File: src/rtl/sft_pkg.sv
// Package: shared widths and frame kind encoding for the serial frame transmitter.
// Assumes at most 9 data bits; the frame adds a start and a stop bit.
package sft_pkg;
    localparam int DATA_W  = 9;
    localparam int FRAME_W = DATA_W + 2;
    localparam int CNT_W   = $clog2(FRAME_W + 1);

    typedef enum logic [2:0] {
        FK_NONE,
        FK_DATA,
        FK_IDLE,
        FK_BRK,
        FK_GUARD
    } frame_kind_t;
endpackage

File: src/rtl/sft_hold.sv
// Holding register and request flags.
// Keeps one data word and the pending idle/break requests until the
// sequencer claims them. A write is accepted only while the slot is free.
module sft_hold #(
    parameter int DW = 9
) (
    input  logic          clk,
    input  logic          rst_n,
    input  logic          wr_vld,
    input  logic [DW-1:0] wr_data,
    input  logic          req_idle,
    input  logic          req_break,
    input  logic          take_data,
    input  logic          take_idle,
    input  logic          take_brk,
    output logic [DW-1:0] data_q,
    output logic          data_full,
    output logic          idle_pend,
    output logic          brk_pend
);
    // Data slot: fill when free, release when the sequencer loads it.
    always_ff @(posedge clk) begin
        if (!rst_n) begin
            data_full <= 1'b0;
            data_q    <= '0;
        end else if (take_data) begin
            data_full <= 1'b0;
        end else if (wr_vld && !data_full) begin
            data_full <= 1'b1;
            data_q    <= wr_data;
        end
    end

    // Request flags: a new pulse wins over a same-cycle claim.
    always_ff @(posedge clk) begin
        if (!rst_n) begin
            idle_pend <= 1'b0;
            brk_pend  <= 1'b0;
        end else begin
            idle_pend <= (idle_pend && !take_idle) || req_idle;
            brk_pend  <= (brk_pend && !take_brk) || req_break;
        end
    end
endmodule

File: src/rtl/sft_frame.sv
// Data frame builder (combinational).
// Produces the LSB-first bit vector of a data frame: start, data, optional
// parity in the top data position, stop. Positions past the stop bit are 1.
module sft_frame #(
    parameter int DW = 9,
    localparam int FW = DW + 2
) (
    input  logic [DW-1:0] data,
    input  logic          nine,
    input  logic          par_en,
    input  logic          par_odd,
    output logic [FW-1:0] vec
);
    localparam int TOP_LONG  = DW - 1;
    localparam int TOP_SHORT = DW - 2;

    int   top;
    logic par;

    // Assemble the frame and fold the parity over the bits below the top one.
    always_comb begin
        top    = nine ? TOP_LONG : TOP_SHORT;
        vec    = '1;
        vec[0] = 1'b0;
        par    = par_odd;
        for (int i = 0; i < DW; i++) begin
            if (i < top) begin
                vec[i+1] = data[i];
                par      = par ^ data[i];
            end else if (i == top) begin
                vec[i+1] = par_en ? par : data[i];
            end
        end
    end
endmodule

File: src/rtl/sft_seq.sv
// Frame sequencer.
// On each bit-rate tick it either moves to the next bit of the current
// frame or, at the end of the last bit, picks the next frame. The order is:
// guard bit after a break, then break, then idle, then data.
// Frame length and format are sampled when a frame is loaded.
module sft_seq
    import sft_pkg::*;
#(
    parameter int DW = 9,
    localparam int FW = DW + 2,
    localparam int CW = $clog2(FW + 1)
) (
    input  logic          clk,
    input  logic          rst_n,
    input  logic          baud_tick,
    input  logic          nine,
    input  logic [FW-1:0] data_vec,
    input  logic          data_full,
    input  logic          idle_pend,
    input  logic          brk_pend,
    output logic          take_data,
    output logic          take_idle,
    output logic          take_brk,
    output logic          line,
    output logic          busy
);
    localparam logic [CW-1:0] LEN_SHORT = CW'(DW + 1);
    localparam logic [CW-1:0] LEN_LONG  = CW'(DW + 2);

    logic          active;
    logic [FW-1:0] sr;
    logic [CW-1:0] cnt;
    frame_kind_t   kind;

    logic          at_end;
    frame_kind_t   next_kind;
    logic [CW-1:0] frame_len;

    // Choose what starts when the current bit ends.
    always_comb begin
        at_end    = baud_tick && (!active || cnt == CW'(1));
        frame_len = nine ? LEN_LONG : LEN_SHORT;
        next_kind = FK_NONE;
        if (active && kind == FK_BRK && !brk_pend) next_kind = FK_GUARD;
        else if (brk_pend)                         next_kind = FK_BRK;
        else if (idle_pend)                        next_kind = FK_IDLE;
        else if (data_full)                        next_kind = FK_DATA;
        take_brk  = at_end && next_kind == FK_BRK;
        take_idle = at_end && next_kind == FK_IDLE;
        take_data = at_end && next_kind == FK_DATA;
    end

    // Advance the bit position or load the next frame on each tick.
    always_ff @(posedge clk) begin
        if (!rst_n) begin
            active <= 1'b0;
            sr     <= '1;
            cnt    <= '0;
            kind   <= FK_NONE;
        end else if (baud_tick) begin
            if (!at_end) begin
                sr  <= {1'b1, sr[FW-1:1]};
                cnt <= cnt - CW'(1);
            end else begin
                kind <= next_kind;
                unique case (next_kind)
                    FK_GUARD: begin active <= 1'b1; sr <= '1;       cnt <= CW'(1);    end
                    FK_BRK:   begin active <= 1'b1; sr <= '0;       cnt <= frame_len; end
                    FK_IDLE:  begin active <= 1'b1; sr <= '1;       cnt <= frame_len; end
                    FK_DATA:  begin active <= 1'b1; sr <= data_vec; cnt <= frame_len; end
                    default:  begin active <= 1'b0; sr <= '1;       cnt <= '0;        end
                endcase
            end
        end
    end

    assign line = active ? sr[0] : 1'b1;
    assign busy = active;
endmodule

File: src/rtl/sft_tx.sv
// Top: asynchronous serial frame transmitter with idle and break frames.
// Assumes baud_tick is a single-cycle enable from a dedicated transmit
// bit-rate generator; all logic runs on clk with synchronous active-low reset.
module sft_tx
    import sft_pkg::*;
(
    input  logic              clk,
    input  logic              rst_n,
    input  logic              baud_tick,
    input  logic              cfg_nine,
    input  logic              cfg_par_en,
    input  logic              cfg_par_odd,
    input  logic              wr_vld,
    input  logic [DATA_W-1:0] wr_data,
    input  logic              req_idle,
    input  logic              req_break,
    output logic              tx_line,
    output logic              tx_busy,
    output logic              tx_empty
);
    logic [DATA_W-1:0]  data_q;
    logic [FRAME_W-1:0] data_vec;
    logic data_full, idle_pend, brk_pend;
    logic take_data, take_idle, take_brk;

    sft_hold #(.DW(DATA_W)) u_hold (
        .clk       (clk),
        .rst_n     (rst_n),
        .wr_vld    (wr_vld),
        .wr_data   (wr_data),
        .req_idle  (req_idle),
        .req_break (req_break),
        .take_data (take_data),
        .take_idle (take_idle),
        .take_brk  (take_brk),
        .data_q    (data_q),
        .data_full (data_full),
        .idle_pend (idle_pend),
        .brk_pend  (brk_pend)
    );

    sft_frame #(.DW(DATA_W)) u_frame (
        .data    (data_q),
        .nine    (cfg_nine),
        .par_en  (cfg_par_en),
        .par_odd (cfg_par_odd),
        .vec     (data_vec)
    );

    sft_seq #(.DW(DATA_W)) u_seq (
        .clk       (clk),
        .rst_n     (rst_n),
        .baud_tick (baud_tick),
        .nine      (cfg_nine),
        .data_vec  (data_vec),
        .data_full (data_full),
        .idle_pend (idle_pend),
        .brk_pend  (brk_pend),
        .take_data (take_data),
        .take_idle (take_idle),
        .take_brk  (take_brk),
        .line      (tx_line),
        .busy      (tx_busy)
    );

    assign tx_empty = !data_full;
endmodule

File: config.mk
export PLATFORM = sky130hd
export DESIGN_NAME = sft_tx
export DESIGN_NICKNAME = d
export VERILOG_FILES = /design/src/rtl/sft_pkg.sv /design/src/rtl/sft_hold.sv /design/src/rtl/sft_frame.sv /design/src/rtl/sft_seq.sv /design/src/rtl/sft_tx.sv
export SDC_FILE = /design/constraint.sdc
export NUM_CORES = 1
export LEC_CHECK = 0
export CAP_MARGIN = 20
export CORE_AREA = 5 5 60 62
export CTS_CLUSTER_DIAMETER = 50
export DETAILED_ROUTE_END_ITERATION = 10
export DIE_AREA = 0 0 65 67
export PLACE_DENSITY_LB_ADDON = 0.15
export SLEW_MARGIN = 20
export SYNTH_ARGS = -nofsm -noshare
export SYNTH_HDL_FRONTEND = slang
export SYNTH_SLANG_ARGS = --single-unit
File: constraint.sdc
create_clock -name clk -period 1.9 [get_ports clk]
set_input_delay 0.285 -clock clk [delete_from_list [all_inputs] [get_ports clk]]
set_output_delay 0.285 -clock clk [all_outputs]
set_load 0.05 [all_outputs]
# Word-level counts from Yosys, hierarchy flattened
# Index checks and enable logic that the tools add are counted.
[classes]
add_sub_neg = 1
magnitude_cmp = 9
eq_ne = 14
muxes = 47
n_bitwise = 10
reduce_logical = 23
[op_table]
columns = ["operator", "n"]
rows = [
  ["== test 4 x 32 -> 1 bit, first input constant", 4],
  ["less-than comparator 4 x 32 -> 1 bit, first input constant", 4],
  ["== test 3 x 32 -> 1 bit, first input constant", 2],
  ["less-than comparator 3 x 32 -> 1 bit, first input constant", 2],
  ["2-to-1 mux 1 bit", 39],
  ["== test 2 x 32 -> 1 bit, first input constant", 1],
  ["== test 5 x 32 -> 1 bit, first input constant", 1],
  ["zero test 32 bit", 1],
  ["less-than comparator 1 x 32 -> 1 bit, first input constant", 1],
  ["less-than comparator 2 x 32 -> 1 bit, first input constant", 1],
  ["less-than comparator 5 x 32 -> 1 bit, first input constant", 1],
  ["one-hot mux 11 bit (2 select lines)", 1],
  ["2-to-1 mux 11 bit", 1],
  ["== test 3 x 2 -> 1 bit, second input constant", 3],
  ["logical AND 1 bit", 9],
  ["2-to-1 mux 3 bit", 3],
  ["2-to-1 mux 4 bit", 2],
  ["one-hot mux 4 bit (2 select lines)", 1],
  ["XOR 1 bit", 8],
  ["zero test 1 bit", 5],
  ["== test 4 x 1 -> 1 bit, second input constant", 1],
  ["AND reduction 2 bit", 2],
  ["OR reduction 4 bit", 1],
  ["subtractor 4 x 1 -> 4 bit, second input constant", 1],
  ["6 further kinds", 9],
]
[totals]
reg_bits = 31
in_bits = 18
out_inout_bits = 3
word_cells = 112

# Longest topological paths before layout
[depth]
ltp_word = 22
mapped_depth = 8
mapped_depth_nobuf = 7

# Modules after synthesis
# From an unflattened synthesis, not the netlist that was laid out.
[hier_totals]
hier_cells = 218
hier_area_um2 = 1770.4
[modules_own_cells]
columns = ["mod", "instances", "cells_each", "area_each_um2", "seq_area_each_um2"]
rows = [
  ["sft_seq", 1, 143, 1102.3, 380.4],
  ["sft_hold", 1, 49, 470.5, 240.2],
  ["sft_frame", 1, 25, 193.9, 0.0],
  ["sft_tx", 1, 1, 3.8, 0.0],
]

# Worst setup path after synthesis
# No wires, ideal clock.
[synth_timing]
path_type = "flip-flop to flip-flop"
from = "reg u_seq.active (netlist: u_seq.busy)"
to = "reg u_seq.sr[1]"
setup_ps = 61
arrival_time_ps = 1747
required_time_ps = 1839
slack_ps = 92
path_stages_with_launch = 7
path_buffers = 1
period_less_slack_ps = 1808
path_cell_list = "dfxtp_1 nand4b_1 nand3_1 clkbuf_1 o21ai_0 a31o_1 nand2_1"
[synth_between]
elab_chain_cells = 6
word_cells_on_any_way = 10
cone_classes = "eq/ne: 2; mux: 3; reduce/logical: 5"
[synth_rtl]
columns = ["element", "line", "rtl"]
rows = [
  ["start: declaration", "sft_seq.sv:30", "logic active;"],
  ["start signal: assignment", "sft_seq.sv:56", "active <= 1'b0;"],
  ["start signal: assignment", "sft_seq.sv:67", "FK_GUARD: begin active <= 1'b1; sr <= '1; cnt <= CW'(1); end"],
  ["start signal: assignment", "sft_seq.sv:68", "FK_BRK: begin active <= 1'b1; sr <= '0; cnt <= frame_len; end"],
  ["logical AND 1 bit (2 in a row)", "sft_seq.sv:44", "if (active && kind == FK_BRK && !brk_pend) next_kind = FK_GUARD;"],
  ["2-to-1 mux 3 bit", "sft_seq.sv:44", ""],
  ["== test 3 x 1 -> 1 bit or == test 3 x 2 -> 1 bit (tied branches)", "sft_seq.sv:66", "unique case (next_kind)"],
  ["one-hot mux 11 bit (2 select lines)", "sft_seq.sv:66", ""],
  ["2-to-1 mux 11 bit *", "sft_seq.sv:61", "if (!at_end) begin"],
  ["end signal: assignment", "sft_seq.sv:62", "sr <= {1'b1, sr[FW-1:1]};"],
  ["end: declaration", "sft_seq.sv:31", "logic [FW-1:0] sr;"],
]
# Every way passes the cells marked *; elsewhere a longest branch is shown, timed or not.
# A chain may end at the register's enable or synchronous reset.

# Worst setup path in the final report
[layout_timing]
from = "reg u_seq.cnt[0]"
to = "reg u_seq.kind[2]"
[layout_between]
elab_chain_cells = 4
[layout_rtl]
columns = ["element", "line", "rtl"]
rows = [
  ["start: declaration", "sft_seq.sv:32", "logic [CW-1:0] cnt;"],
  ["start signal: assignment", "sft_seq.sv:63", "cnt <= cnt - CW'(1);"],
  ["== test 4 x 1 -> 1 bit", "sft_seq.sv:41", "at_end = baud_tick && (!active || cnt == CW'(1));"],
  ["logical OR 1 bit", "sft_seq.sv:41", ""],
  ["logical AND 1 bit", "sft_seq.sv:41", ""],
  ["AND reduction 2 bit (no source line)", "-", ""],
  ["end signal: assignment", "sft_seq.sv:65", "kind <= next_kind;"],
  ["end: declaration", "sft_seq.sv:33", "frame_kind_t kind;"],
]
# No other way between the ends.

==> run_results.csv <==
group,metric,value,unit
status,status,"finished clean",
timing,slew_viol_final,0,
clocking,cts_buffer_depth,2,
timing,rsz0062_at_grt,"no",
timing,fin_crit,1750,ps
timing,finalClockSkew,6.75,ps
final_layout,post-route-util,0.622,
die,dieArea,4360,µm²
synthesis,async_flop_share,0,
placed_design,place_congestion,0.823,
timing,clock.fmax,570,MHz
global_route,antenna_found_initial,0,
power_and_ir_drop,total_power,0.00144,W
clocking,clk_latency,330,ps
clocking,cts.sinks,31,
timing,maxSlewHeadroom,0.664,
clocking,cts-root-buf,"clkbuf_4",
synthesis,synth-edff-count,0,
clocking,htree_num_levels,2,
critical_path,reg2reg_setup_slack,150,ps
critical_path,cp_max_fo,5,
final_layout,fillers,282,
final_layout,drive_gt1_frac,0.106,
final_layout,antenna_cells,0,
power_and_ir_drop,ir_drop,513,µV
global_route,grtUsageTotal,0.174,
die,die_h,67,µm
final_layout,final_common_cell,"nand2_1",
critical_path,start_kind,"flop",
synthesis,yosysSeqAreaShare,0.410,
timing,setup_tns,0,ps
timing,fin_ws,146,ps
critical_path,crit_chain,"ha_1 > nor3b_2 > o21ai_1 > buf_4 > or3_1 > a21boi_1",
final_layout,final_cell_mix,"nand2_1 (45), dfxtp_1 (31), clkdlybuf4s50_1 (17), nor2_1 (16), a21boi_1 (14)",
critical_path,worst_ep_arrival_time,2020,ps
power_and_ir_drop,p_leak,0.736,nW
routing,vias_per_cell,5.52,
global_route,grt_max_degree,17,
critical_path,slowest_delay,410,ps
job,drv_cap,0,
placed_design,pre_cts_ws,-68.6,ps
final_layout,nets,236,
timing,fin_crit_sh,0.923,
routing,num_vias,1379,
routing,wirelength,3380,µm
critical_path,cp.required,2170,ps
synthesis,syn_avg_cell_area,8.00,µm²
timing,setup_violations,0,
clocking,clkTransAtPathRegs,90,ps
critical_path,critPathTopFamily,"simple AND/OR/NAND/NOR gates",
clocking,hold_buffers,0,
global_route,grt-ovfl-total,0,
global_route,grt_pass1_vias,1301,
synthesis,yosys_warnings,0,
synthesis,syn_area,1510,µm²
placed_design,portBuffers,20,
min_path,hp-class,"reg -> reg",
routing,drt-initial-drc-count,89,
final_layout,area.growth.synth_to_final,22.4,%
critical_path,critPathCaptureType,"flop",
timing,hold_violations,0,
synthesis,synth.distinct_cells,33,
clocking,cts_tree,"done",
synthesis,syn_nets,209,
timing,worst_pin_slew,504,ps
critical_path,path_class,"reg -> reg",
clocking,numCtsBuffers,5,
routing,ant_nets,0,
die,floorplan.initialDensity,0.508,
synthesis,ys_seq_elements,31,
critical_path,critPathSlowestCell,"dfxtp_1",
die,coreArea,2980,µm²
die,std_cell_rows,20,
routing,wl_per_cell,13.5,µm
synthesis,synth_flop_cell,"dfxtp_1",
die,ios,21,
routing,drc,0,
power_and_ir_drop,cellPowerDensity,778,nW/µm²
die,die_x,65,µm
critical_path,critPathBufInv,1,
global_route,grt_pass1_wl,5880,µm
placed_design,hpwl,2490,µm
synthesis,syn_inst,189,
routing,dr.pass1.iters,6,
power breakdown:
group	leakage (nW)	switching [W]	internal [W]
clock	0.0293	0.000224	0.000144
combinational	0.451	0.000167	0.000166
sequential	0.256	0.0000406	0.000699
metrics by stage:
stage / hold WS (ps) / instances / area, µm²
finish: 457 / 250 / 1850
CTS: 463 / 250 / 1850
global route: 490 / 250 / 1850
detailed placement: 448 / 242 / 1800
global placement: 446 / 242 / 1800
floorplan: 420 / 189 / 1510
worst paths after layout:
| check | start | to | cells after the start |
|---|---|---|---|
| max | u_seq.cnt[0] | u_seq.kind[2] | 6 |
| min | u_hold.data_q[8] | u_hold.data_q[8] | 2 |
| max reg2reg | u_seq.cnt[0] | u_seq.kind[2] | 6 |
| min reg2reg | u_hold.data_q[8] | u_hold.data_q[8] | 2 |
cells in the mapped netlist (2+ instances only):
cell / n / share of area
dfxtp_1: 31 / 0.41
nor2_1: 17 / 0.042
a21boi_1: 14 / 0.069
nor3_1: 2 / 0.0066
o211ai_1: 2 / 0.0099
a21oi_1: 6 / 0.020
xnor2_1: 7 / 0.041
a31o_1: 8 / 0.046
nand2b_1: 2 / 0.0083
inv_2: 3 / 0.0074
nand4b_1: 2 / 0.012
ha_1: 2 / 0.017
o211a_1: 2 / 0.013
nand3_1: 2 / 0.0066
inv_1: 3 / 0.0074
o21ai_0: 9 / 0.030
clkbuf_1: 9 / 0.022
o21ai_1: 6 / 0.020
nand2_1: 45 / 0.11
nor2b_1: 4 / 0.017
sequential cells by signal, summed over array words and instances, names as in the netlist:
signal and cells:
u_seq.sr 11, u_hold.data_q 9, u_hold.brk_pend 1, u_seq.busy 1, u_seq.cnt 4, u_seq.kind 3, u_hold.data_full 1, u_hold.idle_pend 1
layer usage:
metal / part of all wire / global-route usage / vias to the layer above
li1: - / - / 706
met1: 0.49 / 0.217 / 635
met2: 0.44 / 0.280 / 33
met3: 0.053 / 0.0573 / 5
met4: 0.014 / 0.0633 / 0
met5: 0 / 0 / -
kinds of logic (layout without fill, tap and decap cells):
kind of cell               Yosys count  in the layout  share of synthesized area
DFF                                 31             31                      0.410
buffers and inverters               15             43                     0.0372
adders and majority gates            2              2                     0.0165
xor gates and xnor gates             8              8                     0.0554
AOI/OAI and AO/OA                   55             55                      0.256
and+or+nand+nor                     78             78                      0.225
worst register-to-register path, delay by kind of cell (launching register included):
kind / cells / cell delay [ps]
simple gates: 2 / 620
flops: 1 / 410
compound gates: 2 / 320
buf+inv: 1 / 190
fa+ha+maj: 1 / 160
repair_timing:
action	in CTS	in global routing
resized for setup	1	2
pin swaps	0	0
endpoints found under the setup margin	1	4
setup buffers	0	0
cell type report:
cell class | count | area, µm² | share of cell area
tap | 33 | 41.3 | 0.0223
clock buffer | 7 | 45.0 | 0.0243
clock inverter | 1 | 5.00 | 0.00270
multi-input combinational | 143 | 838 | 0.453
sequential | 31 | 621 | 0.335
timing repair buffer | 29 | 279 | 0.151
inverter | 6 | 22.5 | 0.0122
(Power assumes the default switching activity.)
